## config.mk

```make
export PLATFORM = sky130hd
export DESIGN_NAME = irq_prio_ctrl
export DESIGN_NICKNAME = d
export VERILOG_FILES = /design/src/rtl/irq_pkg.sv /design/src/rtl/irq_edge_latch.sv /design/src/rtl/irq_prio_pick.sv /design/src/rtl/irq_prio_ctrl.sv
export SDC_FILE = /design/constraint.sdc
export NUM_CORES = 1
export LEC_CHECK = 0
export ABC_AREA = 1
export ABC_CLOCK_PERIOD_IN_PS = 4430
export BUFFER_PORTS_ARGS = -buffer_cell sky130_fd_sc_hd__buf_2
export CORE_MARGIN = 2
export CORE_UTILIZATION = 35
export CTS_CLUSTER_DIAMETER = 150
export DETAILED_ROUTE_END_ITERATION = 12
export PLACE_DENSITY = 0.55
export SYNTH_ARGS = -nofsm -noshare
export SYNTH_HDL_FRONTEND = slang
export SYNTH_SLANG_ARGS = --single-unit
```

## constraint.sdc

```tcl
create_clock -name clk -period 4.43 [get_ports clk]
set_input_delay 0.886 -clock clk [delete_from_list [all_inputs] [get_ports clk]]
set_output_delay 0.886 -clock clk [all_outputs]
set_load 0.1 [all_outputs]
```

## src/rtl/irq_pkg.sv

```systemverilog
package irq_pkg;
    localparam int VEC_W = 5;
    typedef logic [VEC_W-1:0] vec_t;
endpackage

```

## src/rtl/irq_edge_latch.sv

```systemverilog
module irq_edge_latch #(
    parameter int W       = 4,
    parameter bit FALLING = 1'b0
) (
    input  logic         clk,
    input  logic         rst_n,
    input  logic [W-1:0] sig,
    input  logic [W-1:0] clr,
    output logic [W-1:0] pend
);
    localparam logic [W-1:0] IDLE = FALLING ? {W{1'b1}} : {W{1'b0}};

    typedef struct packed {
        logic [W-1:0] prev;
        logic [W-1:0] pend;
    } st_t;

    st_t          st_d, st_q;
    logic [W-1:0] edge_w;

    always_comb begin
        st_d      = st_q;
        edge_w    = FALLING ? (st_q.prev & ~sig) : (sig & ~st_q.prev);
        st_d.prev = sig;
        // a fresh edge wins over a clear in the same cycle
        st_d.pend = (st_q.pend & ~clr) | edge_w;
    end

    always_ff @(posedge clk) begin
        if (!rst_n) begin
            st_q.prev <= IDLE;
            st_q.pend <= '0;
        end else begin
            st_q <= st_d;
        end
    end

    assign pend = st_q.pend;

    assert_edge_latched_R2: assert property (@(posedge clk) disable iff (!rst_n)
        (edge_w != '0) |=> ((pend & $past(edge_w)) == $past(edge_w)));

    assert_pend_held_R2: assert property (@(posedge clk) disable iff (!rst_n)
        (pend != '0) |=> ((pend & $past(pend & ~clr)) == $past(pend & ~clr)));
endmodule

```

## src/rtl/irq_prio_pick.sv

```systemverilog
module irq_prio_pick #(
    parameter int N     = 9,
    parameter int IDX_W = 4
) (
    input  logic [N-1:0]     elig,
    output logic             any,
    output logic [IDX_W-1:0] idx
);
    always_comb begin
        any = 1'b0;
        idx = '0;
        for (int k = N - 1; k >= 0; k--) begin
            if (elig[k]) begin
                any = 1'b1;
                idx = IDX_W'(k);
            end
        end
    end

    logic [N-1:0] below;
    always_comb begin
        below = (N'(1) << idx) - N'(1);
        if (any) begin
            assert_pick_valid_R6: assert (elig[idx])
                else $error("picked source not eligible");
            assert_pick_highest_R6: assert ((elig & below) == '0)
                else $error("higher priority source skipped");
        end
    end
endmodule

```

## src/rtl/irq_prio_ctrl.sv

```systemverilog
module irq_prio_ctrl #(
    parameter int N_EXT   = 4,
    parameter int N_MOD   = 4,
    parameter int VEC_NMI = 3,
    parameter int VEC_EXT = 4,
    parameter int VEC_MOD = 12
) (
    input  logic                    clk,
    input  logic                    rst_n,
    input  logic                    nmi_n,
    input  logic [N_EXT-1:0]        ext_req,
    input  logic [N_EXT-1:0]        ext_en,
    input  logic [N_MOD-1:0]        mod_req,
    input  logic [N_MOD-1:0]        mod_en,
    input  logic                    gmask,
    input  logic                    ack,
    input  logic [irq_pkg::VEC_W-1:0] ack_vec,
    output logic                    irq,
    output logic [irq_pkg::VEC_W-1:0] irq_vec
);
    import irq_pkg::*;

    localparam int NSRC  = 1 + N_EXT + N_MOD;
    localparam int IDX_W = (NSRC > 1) ? $clog2(NSRC) : 1;
    localparam int NPAD  = 1 << IDX_W;
    localparam vec_t V_NMI = vec_t'(VEC_NMI);

    function automatic vec_t vec_of(input int unsigned k);
        if (k == 0)
            return V_NMI;
        else if (k <= N_EXT)
            return vec_t'(VEC_EXT + int'(k) - 1);
        else
            return vec_t'(VEC_MOD + int'(k) - 1 - N_EXT);
    endfunction

    typedef struct packed {
        logic             irq;
        logic [IDX_W-1:0] sel;
        vec_t             vec;
    } st_t;

    st_t st_d, st_q;

    logic [NSRC-1:0]  ack_hit;
    logic             nmi_pend;
    logic [N_EXT-1:0] ext_pend;
    logic [NSRC-1:0]  elig;
    logic [NPAD-1:0]  elig_pad;
    logic             pick_any;
    logic [IDX_W-1:0] pick_idx;
    logic             ack_match;

    for (genvar k = 0; k < NSRC; k++) begin : g_hit
        assign ack_hit[k] = ack && (ack_vec == vec_of(k));
    end

    irq_edge_latch #(.W(1), .FALLING(1'b1)) i_nmi_latch (
        .clk  (clk),
        .rst_n(rst_n),
        .sig  (nmi_n),
        .clr  (ack_hit[0]),
        .pend (nmi_pend)
    );

    irq_edge_latch #(.W(N_EXT), .FALLING(1'b0)) i_ext_latch (
        .clk  (clk),
        .rst_n(rst_n),
        .sig  (ext_req),
        .clr  (ack_hit[N_EXT:1]),
        .pend (ext_pend)
    );

    assign elig[0] = nmi_pend;
    for (genvar i = 0; i < N_EXT; i++) begin : g_ext
        assign elig[1+i] = ext_pend[i] & ext_en[i] & ~gmask;
    end
    for (genvar j = 0; j < N_MOD; j++) begin : g_mod
        assign elig[1+N_EXT+j] = mod_req[j] & mod_en[j] & ~gmask;
    end
    assign elig_pad = NPAD'(elig);

    irq_prio_pick #(.N(NSRC), .IDX_W(IDX_W)) i_pick (
        .elig(elig),
        .any (pick_any),
        .idx (pick_idx)
    );

    assign ack_match = ack && (ack_vec == st_q.vec);

    always_comb begin
        st_d = st_q;
        if (st_q.irq) begin
            if (ack_match || !elig_pad[st_q.sel])
                st_d.irq = 1'b0;
        end else if (pick_any) begin
            st_d.irq = 1'b1;
            st_d.sel = pick_idx;
            st_d.vec = vec_of(int'(pick_idx));
        end
    end

    always_ff @(posedge clk) begin
        if (!rst_n) begin
            st_q.irq <= 1'b0;
            st_q.sel <= '0;
            st_q.vec <= '0;
        end else begin
            st_q <= st_d;
        end
    end

    assign irq     = st_q.irq;
    assign irq_vec = st_q.vec;

    assert_vec_stable_R8: assert property (@(posedge clk) disable iff (!rst_n)
        irq |=> (!irq || $stable(irq_vec)));

    assert_ack_drop_R8: assert property (@(posedge clk) disable iff (!rst_n)
        (irq && ack && ack_vec == irq_vec) |=> !irq);

    assert_nmi_bypass_R5: assert property (@(posedge clk) disable iff (!rst_n)
        (nmi_pend && !irq) |=> (irq && irq_vec == V_NMI));

    assert_mask_only_nmi_R4: assert property (@(posedge clk) disable iff (!rst_n)
        (gmask && !irq) |=> (!irq || irq_vec == V_NMI));
endmodule

```

==> flow_summary.toml, run 1 <==
[status]
outcome = "completed"

[critical_path]
worstPathCellList = "buf_2 -> inv_4 -> nand3_2 -> nand2_1 -> nand2_1 -> nand2_1 -> nand2_1 -> nand2_1 -> nand2_1 -> nand2_1 -> ha_1 -> inv_1 -> o21ai_2 -> xor2_1 -> nand3_1 -> a21oi_1"
cp_max_fo = 6
r2r_end = "irq_vec[2]$_SDFFE_PN0P_"
required_ps = 4660
path_common_cell = "nand2_1"
slowest_stage = "ha_1"
worstSetupPathType = "in -> reg"
r2r_slack_ps = 2530
endpoint_kind = "flop"
start_kind = "input pin"
cp_slowest_stage_delay_ps = 190
arrival_ps = 2480
r2r_start = "i_ext_latch.pend[3]$_SDFF_PN0_"
rr_worst_depth = 14

[timing]
setup_viol = 0
slew_violations = 0
fin_ws_ps = 2180
max_freq_mhz = 445
max_slew_margin_pct = 67.9
holdWs_ps = 430
clock_skew_ps = 2.45
tightest_slew_ps = 485
rsz0062_at_grt = "no"
tns_ps = 0
finalHoldViolCount = 0
timing.final.crit_share_pct = 50.7
fin_crit_ps = 2250

[clock_network]
htree_levels = 1
clock_sinks = 20
cts_tree = "yes"
cts_resized = 0
clk_latency_ps = 290
ctsHoldBuffers = 0
post-cts-setup-buffers = 0
cts_buffers = 3
path_clk_slew_ps = 120
clock_path_buffers = 2
cts_root_buf = "clkbuf_4"

[routing]
drtIter0Drc = 27
viasPerCell = 4.75
drc_errors = 0
postRouteAntennaNets = 0
drt-total-wl_um = 2710
routedWlPerCell_um = 11.1
num_vias = 1163
firstDrtPassIters = 4

[min_path]
hp-start = "i_ext_latch.st_q[7]$_SDFF_PN0_"
hold_class = "reg -> reg"
hold_end = "i_ext_latch.pend[3]$_SDFF_PN0_"
holdPathStages = 1

[die]
die_w_um = 62.4
initial_core_util_pct = 36.0
die_h_um = 62.4
die_area_mm2 = 0.00389
core_mm2 = 0.00331
rows = 21
ioPinCount = 32

[power]
power_uw = 546
power.density_mw_per_mm2 = 386
vdd_ir_drop_max_mv = 0.168
p_leak_nw = 0.719

[placement]
dp_slack_ps = 1900
dp.cells = 241
io_buffers = 31
gp_congestion = 0.852
dp_hpwl_um = 2270
placed_area_mm2 = 0.00136

[synthesis]
syn_inst = 170
synth_ff_type = "dfxtp_1"
synth-edff-count = 0
synth_fa_ha_area_share_pct = 2.10
synth_seq_cells = 20
synth_simple_gate_area_share_pct = 33.8
synth_xor_area_share_pct = 2.20
yosysSeqAreaShare_pct = 33.6
synth.distinct_cells = 29
yosys_warnings = 0
synth_top_family_by_area = "simple AND/OR/NAND/NOR gates"
synth-compound-area-share_pct = 15.5
avgSynthCellArea_um2 = 7.01
async_reset_ff_share_pct = 0
synthMuxAreaShare_pct = 0
syn_area_mm2 = 0.00119
synth_nets = 198

[cells_and_area]
mostFrequentLayoutCells = "nand2_1, buf_2, inv_1"
fillers = 370
diodes = 0
utilization_pct = 42.7
drive_gt1_share_pct = 26.6
stdcell_count = 245
final_area_mm2 = 0.00142
fin_nets = 228
area_growth_pct = 18.7
final_common_cell = "nand2_1"

[grt]
grt-ovfl-total = 0
grt_max_degree = 13
grt_pass1_vias = 1135
grt_usage_pct = 15.2
grt_pass1_wl_um = 4790
antenna_found_initial = 0

[flow_run]
drv_cap = 0
-- registers in the layout (all words and copies together), names as in the netlist --
register / count
i_nmi_latch.st_q: 1
i_ext_latch.pend: 4
irq_vec: 5
irq: 1
st_q: 4
i_nmi_latch.pend: 1
i_ext_latch.st_q: 4
-- synth_stat cells, types with 2 or more instances --
cell,instances,area (µm²)
xor2_1,3,26.3
a21oi_1,16,80.1
nand2_1,37,139
inv_2,2,7.51
inv_1,23,86.3
nand2_2,3,18.8
buf_4,5,37.5
nand3_2,4,40.0
nor3_1,2,10.0
ha_1,2,25.0
o21ai_0,6,30.0
o22ai_1,4,25.0
dfxtp_1,20,400
o21ai_1,4,20.0
nand3_1,15,75.1
nor2_1,8,30.0
nand2_4,3,33.8
inv_4,2,12.5
-- critical path, delay by kind of cell --
kind                     cells  cell delay [ps]
AO/OA/AOI/OAI                2              280
XOR/XNOR                     1              160
adder cells (fa/ha/maj)      1              190
buffers and inverters        3              300
AND/OR/NAND/NOR              9              650
-- cell type report --
cell class | count | area [µm²] | area share [%]
Multi-Input combinational cell | 116 | 639 | 45.2
Sequential cell | 20 | 400 | 28.3
Timing Repair Buffer | 31 | 155 | 11.0
Inverter | 28 | 110 | 7.78
Tap cell | 46 | 57.6 | 4.07
Clock inverter | 1 | 30.0 | 2.12
Clock buffer | 3 | 22.5 | 1.59
-- report_power, final --
group	total, mW	switching [mW]	internal (mW)
Combinational	0.183	0.130	0.0530
Clock	0.148	0.0569	0.0913
Sequential	0.214	0.0154	0.199
Total	0.546	0.203	0.343
-- worst max-delay path by stage --
stage	end	startpoint
global route	irq_vec[2]$_SDFFE_PN0P_	gmask
global placement	irq_vec[2]$_SDFFE_PN0P_	ext_en[3]
CTS	irq_vec[2]$_SDFFE_PN0P_	gmask
detailed placement	irq_vec[2]$_SDFFE_PN0P_	gmask
floorplan	irq_vec[2]$_SDFFE_PN0P_	gmask
finish	irq_vec[2]$_SDFFE_PN0P_	gmask
-- cell families (layout without fill, tap and decap cells) --
| family | count (synthesis) | count (layout) |
|---|---|---|
| AOI/OAI and AO/OA | 34 | 34 |
| xor gates and xnor gates | 3 | 3 |
| adders and majority gates | 2 | 2 |
| buffers and inverters | 34 | 63 |
| DFF | 20 | 20 |
| and+or+nand+nor | 77 | 77 |
-- metal layers --
metal / vias up / part of all wire (%) / track usage [%]
met1: 526 / 48 / 19.1
met4: 0 / 0.74 / 6.39
met5: - / 0 / 0
met3: 2 / 4.0 / 1.98
met2: 25 / 47 / 26.2
li1: 610 / - / -
Note: power is estimated with default switching activity, not from simulation.
==> run 2, diff against run 1 <==
--- a/config.mk
+++ b/config.mk
@@ -5,8 +5,8 @@
 export SDC_FILE = /design/constraint.sdc
 export NUM_CORES = 1
 export LEC_CHECK = 0
-export ABC_AREA = 1
-export ABC_CLOCK_PERIOD_IN_PS = 4430
+export ABC_AREA = 0
+export ABC_CLOCK_PERIOD_IN_PS = 2200
 export BUFFER_PORTS_ARGS = -buffer_cell sky130_fd_sc_hd__buf_2
 export CORE_MARGIN = 2
 export CORE_UTILIZATION = 35
==> constraint.sdc (replaced) <==
create_clock -name clk -period 2.2 [get_ports clk]
set_input_delay 0.44 -clock clk [delete_from_list [all_inputs] [get_ports clk]]
set_output_delay 0.44 -clock clk [all_outputs]
set_load 0.1 [all_outputs]
==> flow_summary.toml, run 2 <==
[synthesis]
synth_top_area_share_pct = 33.3
yosys-top-cells-area = "dfxtp_1, nand2b_1, nand2_1"
async_reset_ff_share_pct = 0
synth-edff-count = 0
yosys_warnings = 0
synth_seq_cells = 20
yosysSeqAreaShare_pct = 33.3
syn_area_mm2 = 0.00120
avgSynthCellArea_um2 = 8.29
synth_most_common_cell = "dfxtp_1"
synth.distinct_cells = 41
synthTopCellsByCount = "dfxtp_1, nand2_1, nand2b_1, o21ai_0, nor2_1"
synth_area_leader_cell = "dfxtp_1"
synth_ff_type = "dfxtp_1"
syn_inst = 145
synth_nets = 173

[cells_and_area]
final_common_cell = "buf_2"
fin_nets = 204
seq_area_um2 = 400
drive_gt1_share_pct = 24.7
multi_input_area_um2 = 723
mostFrequentLayoutCells = "buf_2, dfxtp_1, nand2_1"
fillers = 371
largest_reg_flops = 5
area_growth_pct = 17.1
utilization_pct = 42.5
diodes = 0

[die]
die_w_um = 62.6
die_h_um = 62.6
core_mm2 = 0.00331
die_area_mm2 = 0.00392
rows = 21
initial_core_util_pct = 36.3
ioPinCount = 32

[placement]
gp_congestion = 0.833
dp_hpwl_um = 2350
io_buffers = 31

[routing]
routedWlPerCell_um = 13.7
drt-total-wl_um = 3000
drc_errors = 0
viasPerCell = 5.30
drtIter0Drc = 97
postRouteAntennaNets = 0
num_vias = 1165
firstDrtPassIters = 4

[grt]
grt_max_degree = 22
grt_pass1_wl_um = 5380
grt_pass1_vias = 1192
antenna_found_initial = 0
grt-ovfl-total = 0
grt_usage_pct = 16.8

[critical_path]
cp_slowest_stage_delay_ps = 450
cp_max_fo = 6
required_ps = 2430
endpoint_kind = "flop"
path_buf_inv = 1
slowest_stage = "dfxtp_1"
arrival_ps = 2150
critical-path-top-delay-family = "compound AO/OA/AOI/OAI gates"
start_kind = "flop"
worstSetupPathType = "reg -> reg"
worstPathCellList = "nand2_1 -> a32o_1 -> nor2_1 -> o21a_1 -> inv_1 -> ha_1 -> and3_1 -> o211ai_1 -> nand3_1 -> a41oi_1"

[clock_network]
ctsHoldBuffers = 0
cts_tree = "yes"
cts_buffers = 3
htree_levels = 1
clock_sinks = 20
clk_latency_ps = 300
path_clk_slew_ps = 120
clock_path_buffers = 2
cts_resized = 0
cts_root_buf = "clkbuf_4"
post-cts-setup-buffers = 0

[timing]
fin_crit_ps = 1920
tns_ps = 0
tightest_slew_ps = 487
clock_skew_ps = 9.28
rsz0062_at_grt = "no"
max_freq_mhz = 521
finalHoldViolCount = 0
setup_viol = 0
slew_violations = 0
max_slew_margin_pct = 67.7
timing.final.crit_share_pct = 87.2

[min_path]
hold_class = "in -> reg"

[power]
p_leak_nw = 0.580
power.density_mw_per_mm2 = 651
vdd_ir_drop_max_mv = 0.317

[status]
outcome = "completed"

[flow_run]
drv_cap = 0
run 2: cell count changes in the layout (fill, tap and decap cells not counted), moves of 5 or more:
cell	change
o21ai_0	+5
nand2b_1	+11
nand2_1	-22
and2_1	+6
inv_1	-18
a21boi_0	+5
nand3_1	-11
a21oi_1	-11
xnor2_1	+5
run 2: final timing paths:
| check | from | to | slack [ps] | cells past startpoint |
|---|---|---|---|---|
| min | nmi_n | i_nmi_latch.st_q[1]$_SDFF_PN1_ | 330 | 2 |
| max | i_ext_latch.pend[2]$_SDFF_PN0_ | irq_vec[3]$_SDFFE_PN0P_ | 280 | 10 |
| max reg2reg | i_ext_latch.pend[2]$_SDFF_PN0_ | irq_vec[3]$_SDFFE_PN0P_ | 280 | 10 |
| min reg2reg | i_nmi_latch.st_q[1]$_SDFF_PN1_ | i_nmi_latch.pend$_SDFF_PN0_ | 490 | 2 |
run 2: cell type report:
| type | count | share of cell area [%] |
|---|---|---|
| Clock buffer | 3 | 1.60 |
| Inverter | 5 | 1.33 |
| Multi-Input combinational cell | 111 | 51.4 |
| Sequential cell | 20 | 28.4 |
| Tap cell | 46 | 4.09 |
| Timing Repair Buffer | 35 | 13.2 |
run 2: stage by stage:
stage	total power, mW	instances	instance area [µm²]	worst slack, ps	hold WS [ps]
global placement	0.745	217	1390	128	454
floorplan	0.674	145	1200	375	439
global route	0.971	220	1410	107	346
detailed placement	0.750	217	1390	89.6	476
CTS	0.926	220	1410	299	319
finish	0.916	220	1410	281	327
run 2: logic make-up (layout without fill, tap and decap cells):
logic type | after synthesis | count (layout) | synth area share, %
AOI/OAI and AO/OA | 49 | 49 | 29.3
xor gates and xnor gates | 5 | 5 | 3.64
adders and majority gates | 2 | 2 | 2.08
buffers and inverters | 14 | 43 | 6.56
DFF | 20 | 20 | 33.3
muxes | 1 | 1 | 0.832
and+or+nand+nor | 54 | 54 | 24.2
run 2: report_power, final:
part / switching, mW / total [mW] / internal [mW]
Sequential: 0.0333 / 0.426 / 0.392
Combinational: 0.204 / 0.316 / 0.112
Clock: 0.111 / 0.175 / 0.0637
run 2: per-layer routing:
| metal | track usage [%] | up-vias | routed length, µm |
|---|---|---|---|
| met3 | 2.88 | 2 | 160 |
| met5 | 0 | - | 0 |
| met4 | 7.22 | 0 | 23 |
| met2 | 27.3 | 30 | 1350 |
| met1 | 21.9 | 543 | 1470 |
| li1 | - | 590 | - |
==> run 3, diff against run 2 <==
--- a/config.mk
+++ b/config.mk
@@ -6,13 +6,13 @@
 export NUM_CORES = 1
 export LEC_CHECK = 0
 export ABC_AREA = 0
-export ABC_CLOCK_PERIOD_IN_PS = 2200
+export ABC_CLOCK_PERIOD_IN_PS = 1700
 export BUFFER_PORTS_ARGS = -buffer_cell sky130_fd_sc_hd__buf_2
 export CORE_MARGIN = 2
 export CORE_UTILIZATION = 35
 export CTS_CLUSTER_DIAMETER = 150
 export DETAILED_ROUTE_END_ITERATION = 12
-export PLACE_DENSITY = 0.55
+export PLACE_DENSITY = 0.57
 export SYNTH_ARGS = -nofsm -noshare
 export SYNTH_HDL_FRONTEND = slang
 export SYNTH_SLANG_ARGS = --single-unit
==> constraint.sdc (replaced) <==
create_clock -name clk -period 1.7 [get_ports clk]
set_input_delay 0.34 -clock clk [delete_from_list [all_inputs] [get_ports clk]]
set_output_delay 0.34 -clock clk [all_outputs]
set_load 0.1 [all_outputs]
==> flow_summary.toml, run 3 (synthesized netlist as in run 2, its figures left out) <==
[routing]
viasPerCell = 5.09
routedWlPerCell_um = 12.9
postRouteAntennaNets = 0
drt-total-wl_um = 3110
firstDrtPassIters = 4
num_vias = 1227
drc_errors = 0
drtIter0Drc = 45

[cells_and_area]
stdcell_count = 241
fillers = 350
largest_reg_flops = 5
diodes = 0
mostFrequentLayoutCells = "buf_2, buf_4, dfxtp_1"
final_common_cell = "buf_2"
drive_gt1_share_pct = 41.0
area_growth_pct = 38.6
fin_nets = 224

[critical_path]
endpoint_kind = "flop"
r2r_slack_ps = -60
worstSetupPathType = "reg -> reg"
required_ps = 1880
rr_worst_depth = 10
arrival_ps = 1940
r2r_end = "irq_vec[3]$_SDFFE_PN0P_"
cp_max_fo = 4
r2r_start = "i_ext_latch.pend[2]$_SDFF_PN0_"
start_kind = "flop"

[timing]
fin_crit_ps = 1760
max_freq_mhz = 569
clock_skew_ps = 3.61
fin_ws_ps = -57.7
rsz0062_at_grt = "yes"
slew_violations = 0
max_slew_margin_pct = 67.8
setup_viol = 2
timing.final.crit_share_pct = 103
tightest_slew_ps = 486
finalHoldViolCount = 0
tns_ps = -60.9

[power]
power.density_mw_per_mm2 = 865
share_comb_of_total_power_pct = 35.4
p_int_uw = 964
p_leak_nw = 0.704
power_switching_uw = 477
seq_power_share_pct = 38.2
pwr-share-clk_pct = 26.4
vdd_ir_drop_max_mv = 0.447
swShare_pct = 33.1

[grt]
grt_pass1_wl_um = 5490
grt-ovfl-total = 0
antenna_found_initial = 0
grt_pass1_vias = 1234
grt_max_degree = 22
grt_usage_pct = 17.0

[clock_network]
path_clk_slew_ps = 110
htree_levels = 1
clock_path_buffers = 2
cts_buffers = 3
ctsHoldBuffers = 0
cts_tree = "yes"
cts_root_buf = "clkbuf_4"
clk_latency_ps = 290
clock_sinks = 20

[status]
violations = "negative setup slack"
outcome = "finished with violations"

[die]
core_mm2 = 0.00331
rows = 21
die_h_um = 62.6
die_area_mm2 = 0.00392
initial_core_util_pct = 36.3
ioPinCount = 32
die_w_um = 62.6

[placement]
dp_hpwl_um = 2460
io_buffers = 31
gp_congestion = 0.832
dp_slack_ps = -258
dp.cells = 232

[min_path]
hp-start = "nmi_n"
hold_end = "i_nmi_latch.st_q[1]$_SDFF_PN1_"
holdPathStages = 2
hold_class = "in -> reg"

[flow_run]
drv_cap = 0
## run 3: cell types whose count changed in the layout (fill, tap and decap cells not counted), moves of 2 or more
cell / before / now
nor2_2: 0 / 2
dfxtp_1: 20 / 17
a31oi_2: 0 / 2
nor2_1: 7 / 5
a31oi_1: 5 / 3
dfxtp_2: 0 / 2
ha_1: 2 / 0
buf_4: 4 / 23
## run 3: worst max-delay path, stage by stage, from the launching register on
cell and delay (ps):
dfxtp_2 340, a22o_1 190, a31oi_2 180, nor2_2 60, o21a_1 190, inv_2 90
ha_4 150, and3_4 160, o211ai_1 80, nand3_1 110, a41oi_2 90
## run 3: final cells by class
cell class	instances	area, µm²	area share, %
Clock buffer	3	22.5	1.35
Clock inverter	1	30.0	1.80
Inverter	5	18.8	1.13
Multi-Input combinational cell	111	792	47.5
Sequential cell	20	407	24.4
Tap cell	46	57.6	3.45
Timing Repair Buffer	55	339	20.3
## run 3: power by group through the flow
stage | clock (mW) | combinational (mW) | sequential (mW)
global placement | 0 | 0.452 | 0.559
floorplan | 0 | 0.304 | 0.570
detailed placement | 0 | 0.454 | 0.560
global route | 0.419 | 0.556 | 0.557
finish | 0.381 | 0.511 | 0.550
CTS | 0.399 | 0.475 | 0.550
## run 3: metrics by stage
step	hold slack, ps	util, %	instance area (µm²)	power (mW)
global placement	450	45.4	1500	1.01
floorplan	413	-	1210	0.874
finish	232	50.3	1670	1.44
CTS	217	48.4	1600	1.42
detailed placement	469	45.4	1500	1.01
global route	218	50.3	1670	1.53
## run 3: worst max-delay path by stage
stage / slack [ps] / cells past startpoint / endpoint / from
finish: -60 / 10 / irq_vec[3]$_SDFFE_PN0P_ / i_ext_latch.pend[2]$_SDFF_PN0_
CTS: -60 / 10 / irq_vec[3]$_SDFFE_PN0P_ / i_ext_latch.pend[2]$_SDFF_PN0_
detailed placement: -260 / 11 / irq_vec[3]$_SDFFE_PN0P_ / mod_req[0]
global placement: -200 / 11 / irq_vec[3]$_SDFFE_PN0P_ / mod_req[0]
global route: -220 / 10 / irq_vec[3]$_SDFFE_PN0P_ / i_ext_latch.pend[2]$_SDFF_PN0_
floorplan: 1 / 10 / irq_vec[3]$_SDFFE_PN0P_ / mod_req[0]
## run 3: repair_timing
item	in CTS	in global routing
buffers inserted	3	2
endpoints found under the setup margin	4	8
pin swaps	3	11
gates cloned	0	0
gates resized for setup	7	10
## run 3: per-layer routing
layer,global-route usage [%],part of all wire (%),vias to the layer above
met5,0,0,-
met4,5.83,1.3,0
met3,1.98,4.6,4
met2,27.2,46,36
met1,23.7,48,560
li1,-,-,627
